$ cat config.mk
export PLATFORM = sky130hd
export DESIGN_NAME = casrd_pipe
export DESIGN_NICKNAME = d
export VERILOG_FILES = /design/src/rtl/casrd_pkg.sv /design/src/rtl/casrd_ctrl.sv /design/src/rtl/casrd_datapath.sv /design/src/rtl/casrd_pipe.sv
export SDC_FILE = /design/constraint.sdc
export NUM_CORES = 1
export LEC_CHECK = 0
export BUFFER_PORTS_ARGS = -buffer_cell sky130_fd_sc_hd__buf_2
export CAP_MARGIN = 10
export CELL_PAD_IN_SITES_DETAIL_PLACEMENT = 1
export CELL_PAD_IN_SITES_GLOBAL_PLACEMENT = 2
export CORE_ASPECT_RATIO = 0.7
export CORE_MARGIN = 10
export CORE_UTILIZATION = 30
export CTS_BUF_LIST = sky130_fd_sc_hd__clkbuf_4 sky130_fd_sc_hd__clkbuf_8
export DETAILED_ROUTE_END_ITERATION = 10
export PLACE_DENSITY = 0.73
export SLEW_MARGIN = 20
export SYNTH_ARGS = -nofsm -noshare
export SYNTH_HDL_FRONTEND = slang
export SYNTH_SLANG_ARGS = --single-unit
$ cat constraint.sdc
create_clock -name clk -period 2.7 [get_ports clk]
set_clock_uncertainty 0.2 [all_clocks]
set_input_delay 0.27 -clock clk [delete_from_list [all_inputs] [get_ports clk]]
set_output_delay 0.27 -clock clk [all_outputs]
set_load 0.01 [all_outputs]
$ cat src/rtl/casrd_pkg.sv
package casrd_pkg;
  localparam int LAT_W = 2;

  typedef struct packed {
    logic             rdSlot;
    logic             wrSlot;
    logic             flush;
    logic [LAT_W-1:0] lat;
  } pipeCtl_t;
endpackage

$ cat src/rtl/casrd_ctrl.sv
module casrd_ctrl
  import casrd_pkg::*;
#(
  parameter int SEL_W = 2,
  parameter int CNT_W = 3
) (
  input  logic             clk,
  input  logic             rstN,
  input  logic             rdCmd,
  input  logic             wrCmd,
  input  logic [LAT_W-1:0] casLat,
  input  logic [SEL_W-1:0] burstSel,
  input  logic             pipeBusy,
  output pipeCtl_t         ctl,
  output logic             latErr
);
  logic [CNT_W:0]   lenFull;
  logic [CNT_W-1:0] lenM1;
  logic [CNT_W-1:0] rdRem;
  logic [CNT_W-1:0] wrRem;
  logic [LAT_W-1:0] curLat;
  logic             rdBusy;
  logic             wrBusy;

  assign lenFull = (CNT_W+1)'(1) << burstSel;
  assign lenM1   = lenFull[CNT_W-1:0] - CNT_W'(1);
  assign rdBusy  = (rdRem != '0);
  assign wrBusy  = (wrRem != '0);

  always_comb begin
    ctl.flush  = wrCmd;
    ctl.rdSlot = !wrCmd && (rdCmd || rdBusy);
    ctl.wrSlot = !rdCmd && (wrCmd || wrBusy);
    ctl.lat    = curLat;
  end

  always_ff @(posedge clk) begin
    if (!rstN) begin
      rdRem  <= '0;
      wrRem  <= '0;
      curLat <= LAT_W'(1);
      latErr <= 1'b0;
    end else begin
      latErr <= (rdBusy || pipeBusy) && (casLat != curLat);
      if (wrCmd) begin
        wrRem <= lenM1;
        rdRem <= '0;
      end else if (rdCmd) begin
        rdRem  <= lenM1;
        wrRem  <= '0;
        curLat <= casLat;
      end else begin
        if (rdBusy) rdRem <= rdRem - CNT_W'(1);
        if (wrBusy) wrRem <= wrRem - CNT_W'(1);
      end
    end
  end

  // an error report always follows a cycle with read work outstanding
  assert_err_needs_flight_R8: assert property (@(posedge clk) disable iff (!rstN)
    latErr |-> $past(rdBusy || pipeBusy));

  // the latched latency moves only when a READ is registered
  assert_lat_hold_R8: assert property (@(posedge clk) disable iff (!rstN)
    (!rdCmd || wrCmd) |=> $stable(curLat));
endmodule

$ cat src/rtl/casrd_datapath.sv
module casrd_datapath
  import casrd_pkg::*;
#(
  parameter int DATA_W  = 16,
  parameter int MAX_LAT = 3
) (
  input  logic              clk,
  input  logic              rstN,
  input  pipeCtl_t          ctl,
  input  logic [DATA_W-1:0] srcData,
  input  logic [DATA_W/8-1:0] dqm,
  output logic [DATA_W-1:0] dqOut,
  output logic [DATA_W/8-1:0] dqOe,
  output logic [DATA_W/8-1:0] wrByteEn,
  output logic              pipeBusy
);
  localparam int LANES = DATA_W / 8;

  logic              stVal  [MAX_LAT];
  logic [DATA_W-1:0] stData [MAX_LAT];
  logic [LANES-1:0]  maskA;
  logic [LANES-1:0]  maskB;
  logic [LAT_W-1:0]  tapIdx;
  logic              tapVal;
  logic [DATA_W-1:0] tapData;

  for (genvar k = 0; k < MAX_LAT; k++) begin : g_stage
    if (k == 0) begin : g_head
      always_ff @(posedge clk) begin
        if (!rstN) begin
          stVal[0]  <= 1'b0;
          stData[0] <= '0;
        end else begin
          stVal[0]  <= ctl.rdSlot;
          stData[0] <= srcData;
        end
      end
    end else begin : g_tail
      always_ff @(posedge clk) begin
        if (!rstN) begin
          stVal[k]  <= 1'b0;
          stData[k] <= '0;
        end else begin
          stVal[k]  <= ctl.flush ? 1'b0 : stVal[k-1];
          stData[k] <= stData[k-1];
        end
      end
    end
  end

  always_ff @(posedge clk) begin
    if (!rstN) begin
      maskA <= '1;
      maskB <= '1;
    end else begin
      maskA <= dqm;
      maskB <= maskA;
    end
  end

  always_comb begin
    tapIdx = (ctl.lat == '0) ? '0 : ctl.lat - LAT_W'(1);
    tapVal   = 1'b0;
    tapData  = '0;
    pipeBusy = 1'b0;
    for (int k = 0; k < MAX_LAT; k++) begin
      if (k == int'(tapIdx)) begin
        tapVal  = stVal[k];
        tapData = stData[k];
      end
      if (k < int'(tapIdx)) pipeBusy = pipeBusy | stVal[k];
    end
  end

  for (genvar b = 0; b < LANES; b++) begin : g_lane
    assign dqOe[b]          = tapVal && !maskB[b];
    assign dqOut[b*8 +: 8]  = dqOe[b] ? tapData[b*8 +: 8] : 8'h00;
    assign wrByteEn[b]      = ctl.wrSlot && !dqm[b];

    // a driven lane had its mask low two edges earlier
    assert_rd_mask_delay_R3: assert property (@(posedge clk) disable iff (!rstN)
      dqOe[b] |-> !$past(dqm[b], 2));
  end

  // a registered WRITE leaves every lane released
  assert_flush_release_R6: assert property (@(posedge clk) disable iff (!rstN)
    ctl.flush |=> (dqOe == '0));
endmodule

$ cat src/rtl/casrd_pipe.sv
module casrd_pipe
  import casrd_pkg::*;
#(
  parameter int DATA_W  = 16,
  parameter int MAX_LAT = 3,
  parameter int SEL_W   = 2
) (
  input  logic               clk,
  input  logic               rstN,
  input  logic               rdCmd,
  input  logic               wrCmd,
  input  logic [LAT_W-1:0]   casLat,
  input  logic [SEL_W-1:0]   burstSel,
  input  logic [DATA_W/8-1:0] dqm,
  input  logic [DATA_W-1:0]  srcData,
  output logic [DATA_W-1:0]  dqOut,
  output logic [DATA_W/8-1:0] dqOe,
  output logic [DATA_W/8-1:0] wrByteEn,
  output logic               latErr
);
  localparam int CNT_W = (1 << SEL_W) - 1;

  pipeCtl_t ctl;
  logic     pipeBusy;

  casrd_ctrl #(.SEL_W(SEL_W), .CNT_W(CNT_W)) ctrl_i (
    .clk(clk), .rstN(rstN), .rdCmd(rdCmd), .wrCmd(wrCmd),
    .casLat(casLat), .burstSel(burstSel), .pipeBusy(pipeBusy),
    .ctl(ctl), .latErr(latErr)
  );

  casrd_datapath #(.DATA_W(DATA_W), .MAX_LAT(MAX_LAT)) data_i (
    .clk(clk), .rstN(rstN), .ctl(ctl), .srcData(srcData), .dqm(dqm),
    .dqOut(dqOut), .dqOe(dqOe), .wrByteEn(wrByteEn), .pipeBusy(pipeBusy)
  );

  // commands are issued one at a time
  assert_one_cmd_R6: assert property (@(posedge clk) disable iff (!rstN)
    !(rdCmd && wrCmd));

  // a READ silences the write enables in its own cycle
  assert_rd_cancels_wr_R10: assert property (@(posedge clk) disable iff (!rstN)
    (rdCmd && !wrCmd) |-> (wrByteEn == '0));

  // the write mask takes effect with no delay
  assert_wr_nodelay_R4: assert property (@(posedge clk) disable iff (!rstN)
    (wrCmd && !rdCmd) |-> (wrByteEn == ~dqm));
endmodule

==> results of run 1 <==
==> layer usage <==
layer | part of all wire, % | vias to the layer above | GRT usage, %
met5 | 0 | - | 0
met4 | 1.7 | 0 | 4.25
met3 | 5.3 | 9 | 3.92
met2 | 45 | 28 | 14.8
met1 | 48 | 848 | 11.0
li1 | - | 926 | -
==> through the flow <==
step	cells	hold WS, ns	instance area, µm²
3_3_place_gp	379	0.193	2810
4_1_cts	414	0.0166	3230
5_1_grt	414	0.0474	3230
3_5_place_dp	379	0.194	2810
6_report	414	0.0313	3230
2_1_floorplan	243	0.171	2510
==> flip-flops by register name, indices dropped and copies added (netlist names) <==
| name | count |
|---|---|
| data_i.maskA | 2 |
| ctrl_i.rdRem | 3 |
| data_i.maskB | 2 |
| ctrl_i.latErr | 1 |
| data_i.stVal | 3 |
| ctrl_i.curLat | 2 |
| ctrl_i.wrRem | 3 |
| data_i.stData | 48 |
==> cell type report <==
class / instances / area [µm²] / share of cell area (%)
flip-flops and latches: 64 / 1280 / 39.8
repair buffers: 69 / 450 / 14.0
inverters: 8 / 30.0 / 0.931
clock buffers: 14 / 186 / 5.78
well taps: 101 / 126 / 3.92
multi-input cells: 156 / 1110 / 34.6
clock inverters: 2 / 35.0 / 1.09
==> critical path, cell delays in order (launching register included) <==
cell and delay, ns:
dfxtp_2 0.37, buf_4 0.22, a211o_1 0.47, a211oi_2 0.23, buf_2 0.16
==> placed cells by master, fill, tap and decap left out <==
cell           instances
a211oi_1               1
dfxtp_2                1
nand2b_1               5
nor3b_1                2
a21oi_1                2
nor3_1                 1
nor2b_1                4
o31ai_1                1
dlygate4sd3_1         19
a211oi_2              16
o21ai_0                4
ha_1                   4
nand3_1                1
inv_2                  1
clkbuf_8              13
nor2_1                25
bufinv_16              1
clkinv_2               1
clkbuf_4               1
a211o_1                3
a21boi_0               3
dfxtp_1               63
and2_1                52
a21o_1                 2
xor2_1                 2
inv_1                  7
xnor2_1                2
buf_2                 46
buf_4                  4
nand2_1                6
o211ai_1               1
mux2i_1               19
==> power breakdown <==
group	total (µW)	switching, µW	internal [µW]
clock network	880	343	536
logic	188	94.7	93.8
registers	1000	18.1	986
total	2070	456	1620
==> path summary, 6_finish.rpt <==
path	slack (ns)	cells after the start	startpoint	end
worst min register to register	0.21	1	data_i.maskA[1]$_SDFF_PN1_	data_i.maskB[1]$_SDFF_PN1_
worst max-delay path	0.45	4	ctrl_i.curLat[1]$_SDFFE_PN0P_	dqOut[1]
worst min-delay path	0.03	3	burstSel[0]	ctrl_i.rdRem[2]$_SDFFE_PP0N_
worst max register to register	1.12	6	ctrl_i.wrRem[0]$_SDFFE_PN0P_	ctrl_i.wrRem[1]$_SDFFE_PN0P_
==> cell families (layout without fill, tap and decap cells) <==
kind of cell / count (synthesis) / in the layout / share of synthesized area, %
mux: 19 / 19 / 7.57
flops: 64 / 64 / 51.0
buf+inv: 23 / 93 / 4.68
compound gates: 33 / 33 / 12.6
simple gates: 96 / 96 / 20.8
fa+ha+maj: 4 / 4 / 1.99
xor+xnor: 4 / 4 / 1.39
==> what timing repair did <==
action	4_1_cts	5_1_grt
gates resized for setup	0	0
hold buffers	19	0
endpoints found under the hold margin	19	0
==> impl_metrics.yaml, run 1 <==
outcome:
  status: "finished, final reports clean"
logic_synthesis:
  ys_ff_latch: 64
  yosysMostFrequentCell: "dfxtp_1"
  syn_area_per_cell_um2: 10.3
  ys_warn_count: 0
  synth_top_flop_cell: "dfxtp_1"
  netlist_area_um2: 2510
  synth_fp_nets: 273
  synth_top_cell_area_share_pct: 51.0
  synth_cell_types: 28
  synth-async-reset-ratio_pct: 0
  yosys-top-cells-area: "dfxtp_1 (51%), and2_1 (13%), a211oi_2 (8.0%), mux2i_1 (7.6%), nor2_1 (3.7%)"
  synth-edff-count: 0
  yosys-top-cells-count: "dfxtp_1 (64), and2_1 (52), nor2_1 (25)"
  yosysTopAreaCell: "dfxtp_1"
  postSynthCellCount: 243
  seq_area_frac_synth_pct: 51.0
placed_design:
  dp_hpwl_mm: 3.85
  gp_congestion: 0.666
  io_buffers: 46
  pre_cts_slack_ns: 0.789
power_and_ir_drop:
  leakage_uw: 0.00146
  p_total_uw: 2070
  p_per_area_nw_per_um2: 642
  vdd_drop_max_mv: 0.268
clocking:
  cts.sinks: 64
  cts_tree: "yes"
  post_cts_buffers: 0
  cts_root_buf: "clkbuf_8"
  clk-insertion-delay-late_ns: 0.33
  cts.clk_slew.worst_paths_ns: 0.06
  numCtsBuffers: 9
  clock_tree.buffer_depth: 2
  htreeDepth: 3
timing:
  setup_viol: 0
  setup_ws_ns: 0.451
  period_minus_slack_ns: 2.25
  slew_headroom_pct: 64.0
  setup_tns_ns: 0
  worst_pin_slew_ns: 0.541
  rsz0062_at_grt: "no"
  drv_slew: 0
  clock.fmax_ghz: 0.445
  finalHoldViolCount: 0
  min_period_over_period_pct: 83.3
layout:
  final_core_util_pct: 40.3
  diodes: 0
  drive_above_1_share_pct: 26.8
  area_growth_pct: 28.3
  layout.nets: 338
  fill_cells: 889
setup_path:
  crit_path_max_fanout: 15
  endpoint_kind: "output port"
  critical_path_required_ns: 2.23
  worstPathArrival_ns: 1.78
  worstSetupPathType: "reg2out"
  critPathLaunchType: "flip-flop"
global_routing:
  grt_max_degree: 32
  antenna_found_initial: 0
  grt_overflow: 0
  grt_first_pass_wirelength_mm: 9.08
  grt_pass1_vias: 1888
  grt_use_total_pct: 9.36
floorplan:
  die_x_um: 129
  initial_core_util_pct: 31.4
  row_count: 27
  core_area_um2: 8010
  dieArea_um2: 12500
  fp.dieH_um: 96.6
  ios: 47
routing:
  vias: 1811
  wl_mm: 5.48
  drtIter0Drc: 66
  wl_per_cell_um: 13.2
  antenna_left: 0
  dr.pass1.iters: 4
  drc: 0
  vias_per_cell: 4.37
worst_hold_path:
  hp-class: "in2reg"
job:
  drv_cap: 0
(Power assumes the default switching activity.)
==> run 2, diff against run 1 <==
==> constraint.sdc (replaced) <==
create_clock -name clk -period 2.12 [get_ports clk]
set_clock_uncertainty 0.2 [all_clocks]
set_input_delay 0.212 -clock clk [delete_from_list [all_inputs] [get_ports clk]]
set_output_delay 0.212 -clock clk [all_outputs]
set_load 0.01 [all_outputs]
==> run 2 against run 1 <==
- global-route usage increased by 0.67 points
- count of clock-buffer cells in the layout decreased by 1
- worst setup slack got worse by 0.34 ns
==> impl_metrics.yaml, run 2 (synthesized netlist as in run 1, its figures left out) <==
floorplan:
  core_area_um2: 8010
  die_x_um: 129
  row_count: 27
  fp.dieH_um: 96.6
  dieArea_um2: 12500
  initial_core_util_pct: 31.4
  ios: 47
timing:
  whs_ns: 0.0280
  period_minus_slack_ns: 2.01
  worst_pin_slew_ns: 0.433
  slew_headroom_pct: 71.1
  setup_tns_ns: 0
  clock.fmax_ghz: 0.498
  min_period_over_period_pct: 94.8
  setup_viol: 0
  rsz0062_at_grt: "yes"
  finalHoldViolCount: 0
  drv_slew: 0
setup_path:
  path_depth: 4
  endpoint_kind: "output port"
  worst-path-buf-inv: 1
  max_stage_delay_ns: 0.43
  worstPathCellList: "mux2i_1, a211o_4, a211oi_2, buf_2"
  crit_family: "compound AO/OA/AOI/OAI gates"
  critical_path_required_ns: 1.71
  critPathSlowestCell: "a211o_4"
  worstPathArrival_ns: 1.60
  crit_path_max_fanout: 9
  r2r_cells: 6
  r2r_setup_slack_ns: 0.59
  critPathLaunchType: "flip-flop"
  worstSetupPathType: "reg2out"
worst_hold_path:
  hp-class: "in2reg"
  hold_depth: 2
layout:
  final_common_cell: "dfxtp_1"
  drive_above_1_share_pct: 27.7
  fill_cells: 918
  largest_register_ffs: 48
  regMostFlops: "data_i.stData"
  layout.nets: 343
  final_cell_mix: "dfxtp_1 (63), and2_1 (52), buf_2 (46)"
  area_growth_pct: 30.4
  design_area_um2: 3280
  diodes: 0
clocking:
  clk-insertion-delay-late_ns: 0.33
  cts_root_buf: "clkbuf_8"
  cts_tree: "yes"
  cts.clk_slew.worst_paths_ns: 0.07
  htreeDepth: 3
  cts.sinks: 64
  numCtsBuffers: 9
  clock_tree.buffer_depth: 2
  post_cts_buffers: 0
routing:
  drc: 0
  drtIter0Drc: 62
  dr.pass1.iters: 4
  vias_per_cell: 4.41
  antenna_left: 0
  vias: 1849
  wl_per_cell_um: 14.0
  wl_mm: 5.86
placed_design:
  dp_hpwl_mm: 4.04
  io_buffers: 46
  placed_area_um2: 2820
  gp_congestion: 0.711
outcome:
  status: "finished, final reports clean"
power_and_ir_drop:
  vdd_drop_max_mv: 0.344
  combPwrFrac_pct: 9.7
  leakage_uw: 0.00148
  netSwitchingPower_uw: 594
  p_int_uw: 2010
  swShare_pct: 22.8
  pwr-share-seq_pct: 49.0
  p_per_area_nw_per_um2: 795
  pwr-share-clk_pct: 41.2
global_routing:
  grt_max_degree: 31
  grt_overflow: 0
  grt_use_total_pct: 10.0
  grt_first_pass_wirelength_mm: 9.87
  grt_pass1_vias: 2064
  antenna_found_initial: 0
job:
  drv_cap: 0
[run 2: cell types whose count changed in the layout (fill, tap and decap cells not counted)]
cell           change
a211o_1            -2
a211o_4            +2
buf_4              +1
clkbuf_4           +1
clkbuf_8           -2
clkinv_2           +1
dlygate4sd3_1      +4
ha_1               -1
ha_2               +1
[run 2: worst paths after layout]
path                                 start                           end
max reg2reg   ctrl_i.wrRem[0]$_SDFFE_PN0P_  ctrl_i.wrRem[1]$_SDFFE_PN0P_
min                                  rdCmd  ctrl_i.rdRem[0]$_SDFFE_PP0N_
max          ctrl_i.curLat[0]$_SDFFE_PN1P_                     dqOut[15]
min reg2reg     data_i.maskA[1]$_SDFF_PN1_    data_i.maskB[1]$_SDFF_PN1_
[run 2: power groups by stage]
stage	logic, µW	clock network, µW	registers [µW]
4_1_cts	256	1110	1280
2_1_floorplan	155	0	1300
3_5_place_dp	223	0	1300
5_1_grt	288	1170	1290
3_3_place_gp	217	0	1300
6_report	253	1080	1280
[run 2: layer usage]
layer | up-vias | global-route usage [%] | routed length [µm]
li1 | 939 | - | -
met1 | 875 | 11.8 | 2640
met2 | 29 | 16.7 | 2890
met3 | 6 | 3.70 | 284
met4 | 0 | 3.68 | 40
met5 | - | 0 | 0
[run 2: stage by stage]
stage               util (%)  total power (µW)  setup WS, ns  instances
detailed placement      35.2              1530         0.310        380
CTS                     40.7              2650        0.0253        419
global route            40.9              2750      -0.00511        419
global placement        35.2              1520         0.362        380
floorplan                  -              1450         0.594        243
finish                  40.9              2610         0.111        419
[run 2: what timing repair did]
action / in CTS / in global routing
pin swaps: 0 / 1
endpoints found under the hold margin: 24 / 0
gates resized for setup: 2 / 3
hold buffers: 23 / 0
setup endpoints to repair: 13 / 8
[run 2: final cells by class]
class	count	area [µm²]	share of cell area, %
Clock buffer	13	166	5.08
Clock inverter	3	40.0	1.22
Inverter	8	30.0	0.916
Multi-Input combinational cell	156	1130	34.6
Sequential cell	64	1280	39.1
Tap cell	101	126	3.85
Timing Repair Buffer	74	498	15.2
==> run 3, diff against run 2 <==
--- a/config.mk
+++ b/config.mk
@@ -5,6 +5,7 @@
 export SDC_FILE = /design/constraint.sdc
 export NUM_CORES = 1
 export LEC_CHECK = 0
+export ABC_CLOCK_PERIOD_IN_PS = 2120
 export BUFFER_PORTS_ARGS = -buffer_cell sky130_fd_sc_hd__buf_2
 export CAP_MARGIN = 10
 export CELL_PAD_IN_SITES_DETAIL_PLACEMENT = 1
@@ -15,6 +16,7 @@
 export CTS_BUF_LIST = sky130_fd_sc_hd__clkbuf_4 sky130_fd_sc_hd__clkbuf_8
 export DETAILED_ROUTE_END_ITERATION = 10
 export PLACE_DENSITY = 0.73
+export RECOVER_POWER = 100
 export SLEW_MARGIN = 20
 export SYNTH_ARGS = -nofsm -noshare
 export SYNTH_HDL_FRONTEND = slang
==> run 3 against run 2 <==
- critical path depth unchanged
- sequential share of layout area up 0.18 points
- worst setup slack better by 0.0014 ns
- sequential power about the same
- combinational power down 2%
- count of clock-buffer cells in the layout unchanged
- critical endpoint unchanged
- largest cell class unchanged
==> impl_metrics.yaml, run 3 (synthesized netlist as in run 1, its figures left out) <==
layout:
  multi_input_area_um2: 1130
  final_common_cell: "dfxtp_1"
  largest_register_ffs: 48
  final_cell_mix: "dfxtp_1 (63), and2_0 (31), buf_2 (30)"
  register_area_um2: 1280
  drive_above_1_share_pct: 25.2
  regMostFlops: "data_i.stData"
  layout.nets: 343
  diodes: 0
  fill_cells: 924
  area_growth_pct: 29.8
clocking:
  cts.clk_slew.worst_paths_ns: 0.07
  clock_tree.buffer_depth: 2
  clk-insertion-delay-late_ns: 0.33
  cts.sinks: 64
  htreeDepth: 3
  post_cts_buffers: 0
  cts_root_buf: "clkbuf_8"
  numCtsBuffers: 9
  cts_tree: "yes"
setup_path:
  crit_path_max_fanout: 9
  worstPathCellList: "mux2i_1, a211o_4, a211oi_2, buf_2"
  critPathSlowestCell: "a211o_4"
  endpoint_kind: "output port"
  path_depth: 4
  critPathLaunchType: "flip-flop"
  max_stage_delay_ns: 0.43
  worst-path-buf-inv: 1
  crit_family: "compound AO/OA/AOI/OAI gates"
  worstPathArrival_ns: 1.60
  worstSetupPathType: "reg2out"
  r2r_cells: 6
  critical_path_required_ns: 1.71
power_and_ir_drop:
  p_per_area_nw_per_um2: 798
  vdd_drop_max_mv: 0.344
  leakage_uw: 0.00141
placed_design:
  io_buffers: 46
  dp_hpwl_mm: 4.04
  gp_congestion: 0.711
  pre_cts_slack_ns: 0.310
timing:
  min_period_over_period_pct: 94.7
  finalHoldViolCount: 0
  rsz0062_at_grt: "yes"
  period_minus_slack_ns: 2.01
  worst_pin_slew_ns: 1.07
  setup_viol: 0
  drv_slew: 0
  setup_tns_ns: 0
  setup_ws_ns: 0.112
  clock.fmax_ghz: 0.498
  slew_headroom_pct: 28.9
routing:
  vias: 1832
  wl_per_cell_um: 14.0
  drc: 0
  vias_per_cell: 4.37
  dr.pass1.iters: 3
  wl_mm: 5.86
  drtIter0Drc: 55
  antenna_left: 0
global_routing:
  grt_use_total_pct: 10.0
  grt_overflow: 0
  antenna_found_initial: 0
  grt_max_degree: 31
  grt_pass1_vias: 2064
  grt_first_pass_wirelength_mm: 9.87
job:
  drv_cap: 0
floorplan:
  ios: 47
  fp.dieH_um: 96.6
  die_x_um: 129
  core_area_um2: 8010
  initial_core_util_pct: 31.4
  row_count: 27
  dieArea_um2: 12500
outcome:
  status: "finished, final reports clean"
worst_hold_path:
  hp-class: "in2reg"
  hold_depth: 2
[run 3: cell types whose count changed in the layout (fill, tap and decap cells not counted), sizes merged]
cell	change
buf	-18
clkbuf	+18
[run 3: path summary, 6_finish.rpt]
check                                 from                           end  slack [ns]
max          ctrl_i.curLat[0]$_SDFFE_PN1P_                     dqOut[15]        0.11
min                                  rdCmd  ctrl_i.rdRem[0]$_SDFFE_PP0N_        0.03
max reg2reg   ctrl_i.wrRem[0]$_SDFFE_PN0P_  ctrl_i.wrRem[1]$_SDFFE_PN0P_        0.59
min reg2reg     data_i.maskA[1]$_SDFF_PN1_    data_i.maskB[1]$_SDFF_PN1_        0.22
[run 3: area by class of cell]
cell class | instances | area share, %
Clock buffer | 13 | 5.10
Clock inverter | 3 | 1.23
Inverter | 8 | 0.920
Multi-Input combinational cell | 156 | 34.8
Sequential cell | 64 | 39.3
Tap cell | 101 | 3.87
Timing Repair Buffer | 74 | 14.8
[run 3: what timing repair did]
action                                 in CTS  in global routing
gates resized for setup                     2                  3
pin swaps                                   0                  1
endpoints found under the hold margin      24                  0
setup endpoints to repair                  13                  8
hold buffers                               23                  0
gates cloned                                0                  0
[run 3: worst reg2reg max path, delay by kind of cell, from the launching register on]
family          cells  cell delay, ns
buf+inv             1            0.05
simple gates        1            0.16
flops               1            0.35
fa+ha+maj           2            0.40
compound gates      2            0.24
[run 3: power breakdown]
part           leakage (µW)  switching (µW)  internal, µW
clock network      0.000110             446           631
registers          0.000527            23.7          1260
logic              0.000777             127           123
[run 3: through the flow]
| stage | hold WS (ns) | instances | cell area [µm²] | total power (µW) | util, % |
|---|---|---|---|---|---|
| 6_report | 0.0288 | 419 | 3260 | 2610 | 40.8 |
| 5_1_grt | 0.0247 | 419 | 3260 | 2740 | 40.8 |
| 4_1_cts | 0.00595 | 419 | 3260 | 2650 | 40.7 |
| 3_5_place_dp | 0.205 | 380 | 2820 | 1530 | 35.2 |
| 3_3_place_gp | 0.197 | 380 | 2820 | 1520 | 35.2 |
| 2_1_floorplan | 0.113 | 243 | 2510 | 1450 | - |
[run 3: metal layers]
metal | up-vias | global-route usage [%] | routed length (µm)
met4 | 0 | 3.68 | 40
li1 | 935 | - | -
met3 | 6 | 3.70 | 287
met5 | - | 0 | 0
met2 | 29 | 16.7 | 2860
met1 | 862 | 11.8 | 2670
